--- config.mk ---
export PLATFORM = sky130hd
export DESIGN_NAME = sgio_irq_regs
export DESIGN_NICKNAME = d
export VERILOG_FILES = /design/src/rtl/sgio_pkg.sv /design/src/rtl/sgio_dec.sv /design/src/rtl/sgio_bank.sv /design/src/rtl/sgio_irq_regs.sv
export SDC_FILE = /design/constraint.sdc
export NUM_CORES = 2
export LEC_CHECK = 0
export ABC_AREA = 1
export CELL_PAD_IN_SITES_DETAIL_PLACEMENT = 0
export CELL_PAD_IN_SITES_GLOBAL_PLACEMENT = 1
export CORE_MARGIN = 4
export CORE_UTILIZATION = 50
export CTS_CLUSTER_DIAMETER = 50
export DETAILED_ROUTE_END_ITERATION = 12
export DONT_BUFFER_PORTS = 1
export GPL_ROUTABILITY_DRIVEN = 0
export MAX_ROUTING_LAYER = met4
export PLACE_DENSITY_LB_ADDON = 0.1
export REMOVE_ABC_BUFFERS = 1
export SYNTH_ARGS = -nofsm -noshare
export SYNTH_HDL_FRONTEND = slang
export SYNTH_SLANG_ARGS = --single-unit
--- constraint.sdc ---
create_clock -name clk -period 4 [get_ports clk]
set_input_delay 0.4 -clock clk [delete_from_list [all_inputs] [get_ports clk]]
set_output_delay 0.4 -clock clk [all_outputs]
set_load 0.01 [all_outputs]
--- src/rtl/sgio_pkg.sv ---
package sgio_pkg;
    localparam int unsigned NB = 4;
    localparam int unsigned DW = 32;
    localparam int unsigned AW = 8;
    localparam int unsigned BW = (NB > 1) ? $clog2(NB) : 1;

    typedef enum logic [2:0] {
        SEL_NONE, SEL_VAL, SEL_EN, SEL_T0, SEL_T1, SEL_T2, SEL_ST, SEL_RB
    } sel_e;

    // bank placement is irregular, so the bases are listed per bank
    function automatic logic [AW-1:0] val_base(input int b);
        case (b)
            0:       return AW'(8'h00);
            1:       return AW'(8'h1C);
            2:       return AW'(8'h38);
            default: return AW'(8'h90);
        endcase
    endfunction

    function automatic logic [AW-1:0] grp_base(input int b);
        return val_base(b) + AW'(4);
    endfunction

    function automatic logic [AW-1:0] rb_base(input int b);
        return AW'(8'h70) + AW'(4 * b);
    endfunction
endpackage

--- src/rtl/sgio_dec.sv ---
module sgio_dec
    import sgio_pkg::*;
(
    input  logic [AW-1:0] addr,
    output sel_e          sel,
    output logic [BW-1:0] bank
);
    always_comb begin
        sel  = SEL_NONE;
        bank = '0;
        for (int b = 0; b < NB; b++) begin
            if (addr == val_base(b)) begin
                sel = SEL_VAL; bank = BW'(b);
            end else if (addr == grp_base(b)) begin
                sel = SEL_EN;  bank = BW'(b);
            end else if (addr == grp_base(b) + AW'(4)) begin
                sel = SEL_T0;  bank = BW'(b);
            end else if (addr == grp_base(b) + AW'(8)) begin
                sel = SEL_T1;  bank = BW'(b);
            end else if (addr == grp_base(b) + AW'(12)) begin
                sel = SEL_T2;  bank = BW'(b);
            end else if (addr == grp_base(b) + AW'(16)) begin
                sel = SEL_ST;  bank = BW'(b);
            end else if (addr == rb_base(b)) begin
                sel = SEL_RB;  bank = BW'(b);
            end
        end
    end
endmodule

--- src/rtl/sgio_bank.sv ---
module sgio_bank
    import sgio_pkg::*;
(
    input  logic          clk,
    input  logic          rst_n,
    input  logic [DW-1:0] pins_i,
    input  sel_e          sel_i,
    input  logic          wr_i,
    input  logic [DW-1:0] wdata_i,
    output logic [DW-1:0] rdata_o,
    output logic [DW-1:0] out_o,
    output logic [DW-1:0] st_o,
    output logic          hit_o
);
    typedef struct packed {
        logic [DW-1:0] s1;
        logic [DW-1:0] s2;
        logic [DW-1:0] pv;
        logic [DW-1:0] en;
        logic [DW-1:0] t0;
        logic [DW-1:0] t1;
        logic [DW-1:0] t2;
        logic [DW-1:0] st;
        logic [DW-1:0] lat;
    } state_t;

    state_t        q, d;
    logic [DW-1:0] ev_d, rise, fall, lvl, edg, clr;

    always_comb begin
        d = q;
        rise = q.s2 & ~q.pv;
        fall = ~q.s2 & q.pv;
        lvl  = (q.t0 & q.s2) | (~q.t0 & ~q.s2);
        edg  = (q.t2 & (rise | fall)) | (~q.t2 & ((q.t0 & rise) | (~q.t0 & fall)));
        ev_d = (q.t1 & lvl) | (~q.t1 & edg);
        clr  = (wr_i && sel_i == SEL_ST) ? wdata_i : '0;
        d.s1 = pins_i;
        d.s2 = q.s1;
        d.pv = q.s2;
        d.st = (q.st & ~clr) | ev_d;
        if (wr_i) begin
            case (sel_i)
                SEL_VAL: d.lat = wdata_i;
                SEL_EN:  d.en  = wdata_i;
                SEL_T0:  d.t0  = wdata_i;
                SEL_T1:  d.t1  = wdata_i;
                SEL_T2:  d.t2  = wdata_i;
                default: ;
            endcase
        end
        case (sel_i)
            SEL_VAL: rdata_o = q.s2;
            SEL_EN:  rdata_o = q.en;
            SEL_T0:  rdata_o = q.t0;
            SEL_T1:  rdata_o = q.t1;
            SEL_T2:  rdata_o = q.t2;
            SEL_ST:  rdata_o = q.st;
            SEL_RB:  rdata_o = q.lat;
            default: rdata_o = '0;
        endcase
    end

    always_ff @(posedge clk or negedge rst_n) begin
        if (!rst_n) q <= '0;
        else        q <= d;
    end

    assign out_o = q.lat;
    assign st_o  = q.st;
    assign hit_o = |(q.en & q.st);

    assert_reset_clear_R8: assert property (@(posedge clk) disable iff (!rst_n)
        $rose(rst_n) |-> (q.en == '0 && q.t0 == '0 && q.t1 == '0 && q.t2 == '0 && q.st == '0 && q.lat == '0));

    assert_latch_load_R3: assert property (@(posedge clk) disable iff (!rst_n)
        (wr_i && sel_i == SEL_VAL) |=> (out_o == $past(wdata_i)));

    assert_status_sticky_R7: assert property (@(posedge clk) disable iff (!rst_n)
        !(wr_i && sel_i == SEL_ST) |=> (($past(q.st) & ~q.st) == '0));

    assert_set_wins_R10: assert property (@(posedge clk) disable iff (!rst_n)
        (|ev_d) |=> (($past(ev_d) & ~q.st) == '0));
endmodule

--- src/rtl/sgio_irq_regs.sv ---
module sgio_irq_regs
    import sgio_pkg::*;
(
    input  logic             clk,
    input  logic             rst_n,
    input  logic             wr_en,
    input  logic [7:0]       addr,
    input  logic [31:0]      wdata,
    output logic [31:0]      rdata,
    input  logic [NB*DW-1:0] gpi,
    output logic [NB*DW-1:0] gpo,
    output logic             irq
);
    sel_e             sel;
    logic [BW-1:0]    bank;
    logic [DW-1:0]    brd [NB];
    logic [NB*DW-1:0] st_all;
    logic [NB-1:0]    hit;

    sgio_dec u_dec (.addr(addr), .sel(sel), .bank(bank));

    for (genvar g = 0; g < NB; g++) begin : g_bank
        sgio_bank u_bank (
            .clk     (clk),
            .rst_n   (rst_n),
            .pins_i  (gpi[g*DW +: DW]),
            .sel_i   ((bank == BW'(g)) ? sel : SEL_NONE),
            .wr_i    (wr_en && bank == BW'(g)),
            .wdata_i (wdata),
            .rdata_o (brd[g]),
            .out_o   (gpo[g*DW +: DW]),
            .st_o    (st_all[g*DW +: DW]),
            .hit_o   (hit[g])
        );
    end

    assign rdata = (sel == SEL_NONE) ? '0 : brd[bank];
    assign irq   = |hit;

    assert_irq_cause_R9: assert property (@(posedge clk) disable iff (!rst_n)
        $rose(irq) |-> ($past(wr_en) || $past(st_all) != st_all));

    assert_irq_needs_status_R9: assert property (@(posedge clk) disable iff (!rst_n)
        irq |-> (st_all != '0));
endmodule

==> out/qor.csv <==
stage,metric,value,unit
run_status,outcome,finished clean,
global_route,grt_usage,35.3,%
cts,htree_num_levels,4,
synthesis,synth_cells,6188,
floorplan,die_y,338,um
sta,final_max_slew_viol_count,0,
global_route,grt_max_degree,1153,
synthesis,ys_ff_latch,1152,
drt,routed_wl,199000,um
worst_setup_path,slowest_delay,0.48,ns
worst_setup_path,crit_path_frequent_cell,nand2_1,
place,pre_cts_ws,0.346,ns
finish,layout-drive-gt1-share,7.71,%
drt,first_pass_iters,6,
sta,setup_viol,0,
cts,ctsResizeCount,0,
synthesis,syn_area,0.0545,mm^2
worst_setup_path,critPathLaunchType,input pin,
cts,cts_setup_buffers,0,
finish,area_growth_syn_to_layout,15.1,%
sta,rsz0062_at_grt,no,
finish,finalNonFillerCells,7794,
hold_path,hold_class,in2reg,
synthesis,yosysSeqAreaShare,52.9,%
sta,tightest_slew,1.31,ns
cts,clock-sinks,1152,
sta,fin_crit_sh,94.0,%
drt,drt-vias-per-instance,5.84,
global_route,grt_use_met2,52.4,%
global_route,met3_usage,9.43,%
worst_setup_path,crit_required,3.60,ns
global_route,busiest_layer,met2,
global_route,use_met1,46.2,%
global_route,antenna_found_initial,21,
worst_setup_path,crit_arrival,3.36,ns
worst_setup_path,crit_path_end_kind,output port,
synthesis,ys.flop_type,dfrtp_1,
cts,ctsLongestPathBuffers,3,
synthesis,synthTopCellsByArea,"dfrtp_1 (53%), nand2_1 (11%), o21ai_0 (9.3%)",
worst_setup_path,crit_chain,inv_1 -> nand2_1 -> nor2_1 -> nand2_2 -> nand3_2 -> nor2_4 -> nand4_1 -> nor2_2 -> nand4_4 -> nor2_8 -> buf_12 -> buf_4 -> nand2_1 -> nand2_1 -> nor2_1,
sta,finalHoldViolations,0,
synthesis,synthArstFlopShare,100,%
drt,via_count,45500,
worst_setup_path,crit_type,in2out,
pwr,leakagePower,28.5,nW
synthesis,avgSynthCellArea,8.81,um^2
worst_setup_path,critPathMaxFanout,20,
finish,fin_nets,6670,
cts,worstSkewPairLatency,0.76,ns
place,dp_hpwl,129000,um
global_route,first_global_vias,43100,
cts,numCtsBuffers,147,
global_route,grt_pass1_wl,292000,um
sta,fin_crit,3.76,ns
pwr,p_total,28.0,mW
sta,max_freq,266,MHz
sta,finClkSkew,0.0235,ns
worst_setup_path,slowest_stage,nor2_8,
sta,fin_ws,0.239,ns
place,placed_cells,7306,
sta,totalNegativeSetupSlack,0,ns
drt,wl_per_cell,25.5,um
cts,ctsHoldBuffers,184,
run,cap_viol_max_count,0,
synthesis,synth_top_area_share,52.9,%
synthesis,synth_edf_count,0,
drt,first_iter_violations,4719,
global_route,grt-ovfl-total,0,
drt,drtAntennaViolNets,0,
floorplan,die_area,0.114,mm^2
cts,cts_tree,yes,
finish,post-route-util,58.3,%
floorplan,rows,120,
synthesis,yosys_warnings,0,
finish,final_common_cell,nand2_1,
drt,remaining_drc_errors,0,
cts,cts.clk_slew.worst_paths,0.05,ns
cts,root_buffer,clkbuf_16,
pwr,p_per_area,446,mW/mm^2
synthesis,synth_top_cell_by_area,dfrtp_1,
pwr,ir_drop,0.409,mV
floorplan,fp.coreArea,0.108,mm^2
floorplan,pin_count,332,
sta,slew-limit-headroom,12.3,%
synthesis,synth_cell_types,46,
finish,layout_common_cells,"nand2_1 (1558), dfrtp_1 (1152), o21ai_0 (1016)",
place,io_buffers,0,
floorplan,dieWidth,338,um
floorplan,initial_core_util,50.6,%
==> through the flow <==
stage	hold slack [ns]	area (um^2)
6_report	0.0433	62700
5_1_grt	0.0645	62700
4_1_cts	-0.657	62500
3_5_place_dp	0.145	55500
3_3_place_gp	0.145	55500
2_1_floorplan	0.104	52300
==> worst paths after layout <==
path	from	end	slack (ns)	cells after the start
hold / removal	wr_en	g_bank[3].u_bank.q[90]$_DFFE_PN0P_	0.04	2
setup reg to reg	g_bank[3].u_bank.d[211]$_DFF_PN0_	g_bank[3].u_bank.st_o[19]$_DFF_PN0_	2.45	5
max in group asynchronous	rst_n	g_bank[1].u_bank.out_o[3]$_DFFE_PN0P_	1.16	4
min in group asynchronous	rst_n	g_bank[3].u_bank.q[136]$_DFFE_PN0P_	0.25	2
setup / recovery	addr[0]	rdata[18]	0.24	15
hold reg to reg	g_bank[1].u_bank.d[237]$_DFF_PN0_	g_bank[1].u_bank.d[205]$_DFF_PN0_	0.33	0
==> worst max-delay path: cells and delay by family <==
kind / cells / cell delay (ns)
buf+inv: 3 / 0.47
simple gates: 12 / 2.45
==> final cells by class <==
cell class                 count  area, um^2
tap                         1403        1760
antenna                       24        60.1
clock buffer                 194        4200
inverter                     631        2370
clock inverter                79         957
timing repair buffer         334        3340
multi-input combinational   3977       21200
sequential                  1152       28800
fill                        9387       44900
==> logic make-up after synthesis <==
group	Yosys count	synth area share, %
adders and majority gates	256	5.88
and+or+nand+nor	2075	15.6
DFF	1152	52.9
muxes	16	0.331
AOI/OAI and AO/OA	1614	16.7
buffers and inverters	1059	8.35
xor gates and xnor gates	16	0.257
==> power breakdown <==
part	internal (mW)	leakage, nW	total, mW	switching [mW]
Sequential	12.0	14.5	12.5	0.443
Combinational	0.500	11.5	1.63	1.13
Clock	8.44	2.52	13.9	5.41
Total	21.0	28.5	28.0	6.98
==> layer usage <==
metal	up-vias	part of all wire (%)
li1	20700	-
met1	22300	41
met2	2066	45
met3	425	10
met4	0	4.8
met5	-	0
==> sequential cells by signal, summed over array words and instances, names as in the netlist <==
signal               count
g_bank.u_bank.q        640
g_bank.u_bank.d        256
g_bank.u_bank.out_o    128
g_bank.u_bank.st_o     128
==> Yosys cell counts (10+ instances only) <==
cell type,instances
ha_1,256
dfrtp_1,1152
mux2_2,16
xor2_1,10
o221ai_1,29
nand3_1,220
inv_2,16
a221oi_1,105
buf_4,130
inv_1,611
buf_2,32
a22o_1,20
o22ai_1,57
o211ai_1,55
nand2_1,1574
nand4_1,87
clkbuf_1,251
o21ai_0,1016
nor2_1,138
a21oi_1,266
o2111ai_1,33
nor3_1,22
No activity file was read; power rests on OpenSTA's default activity.
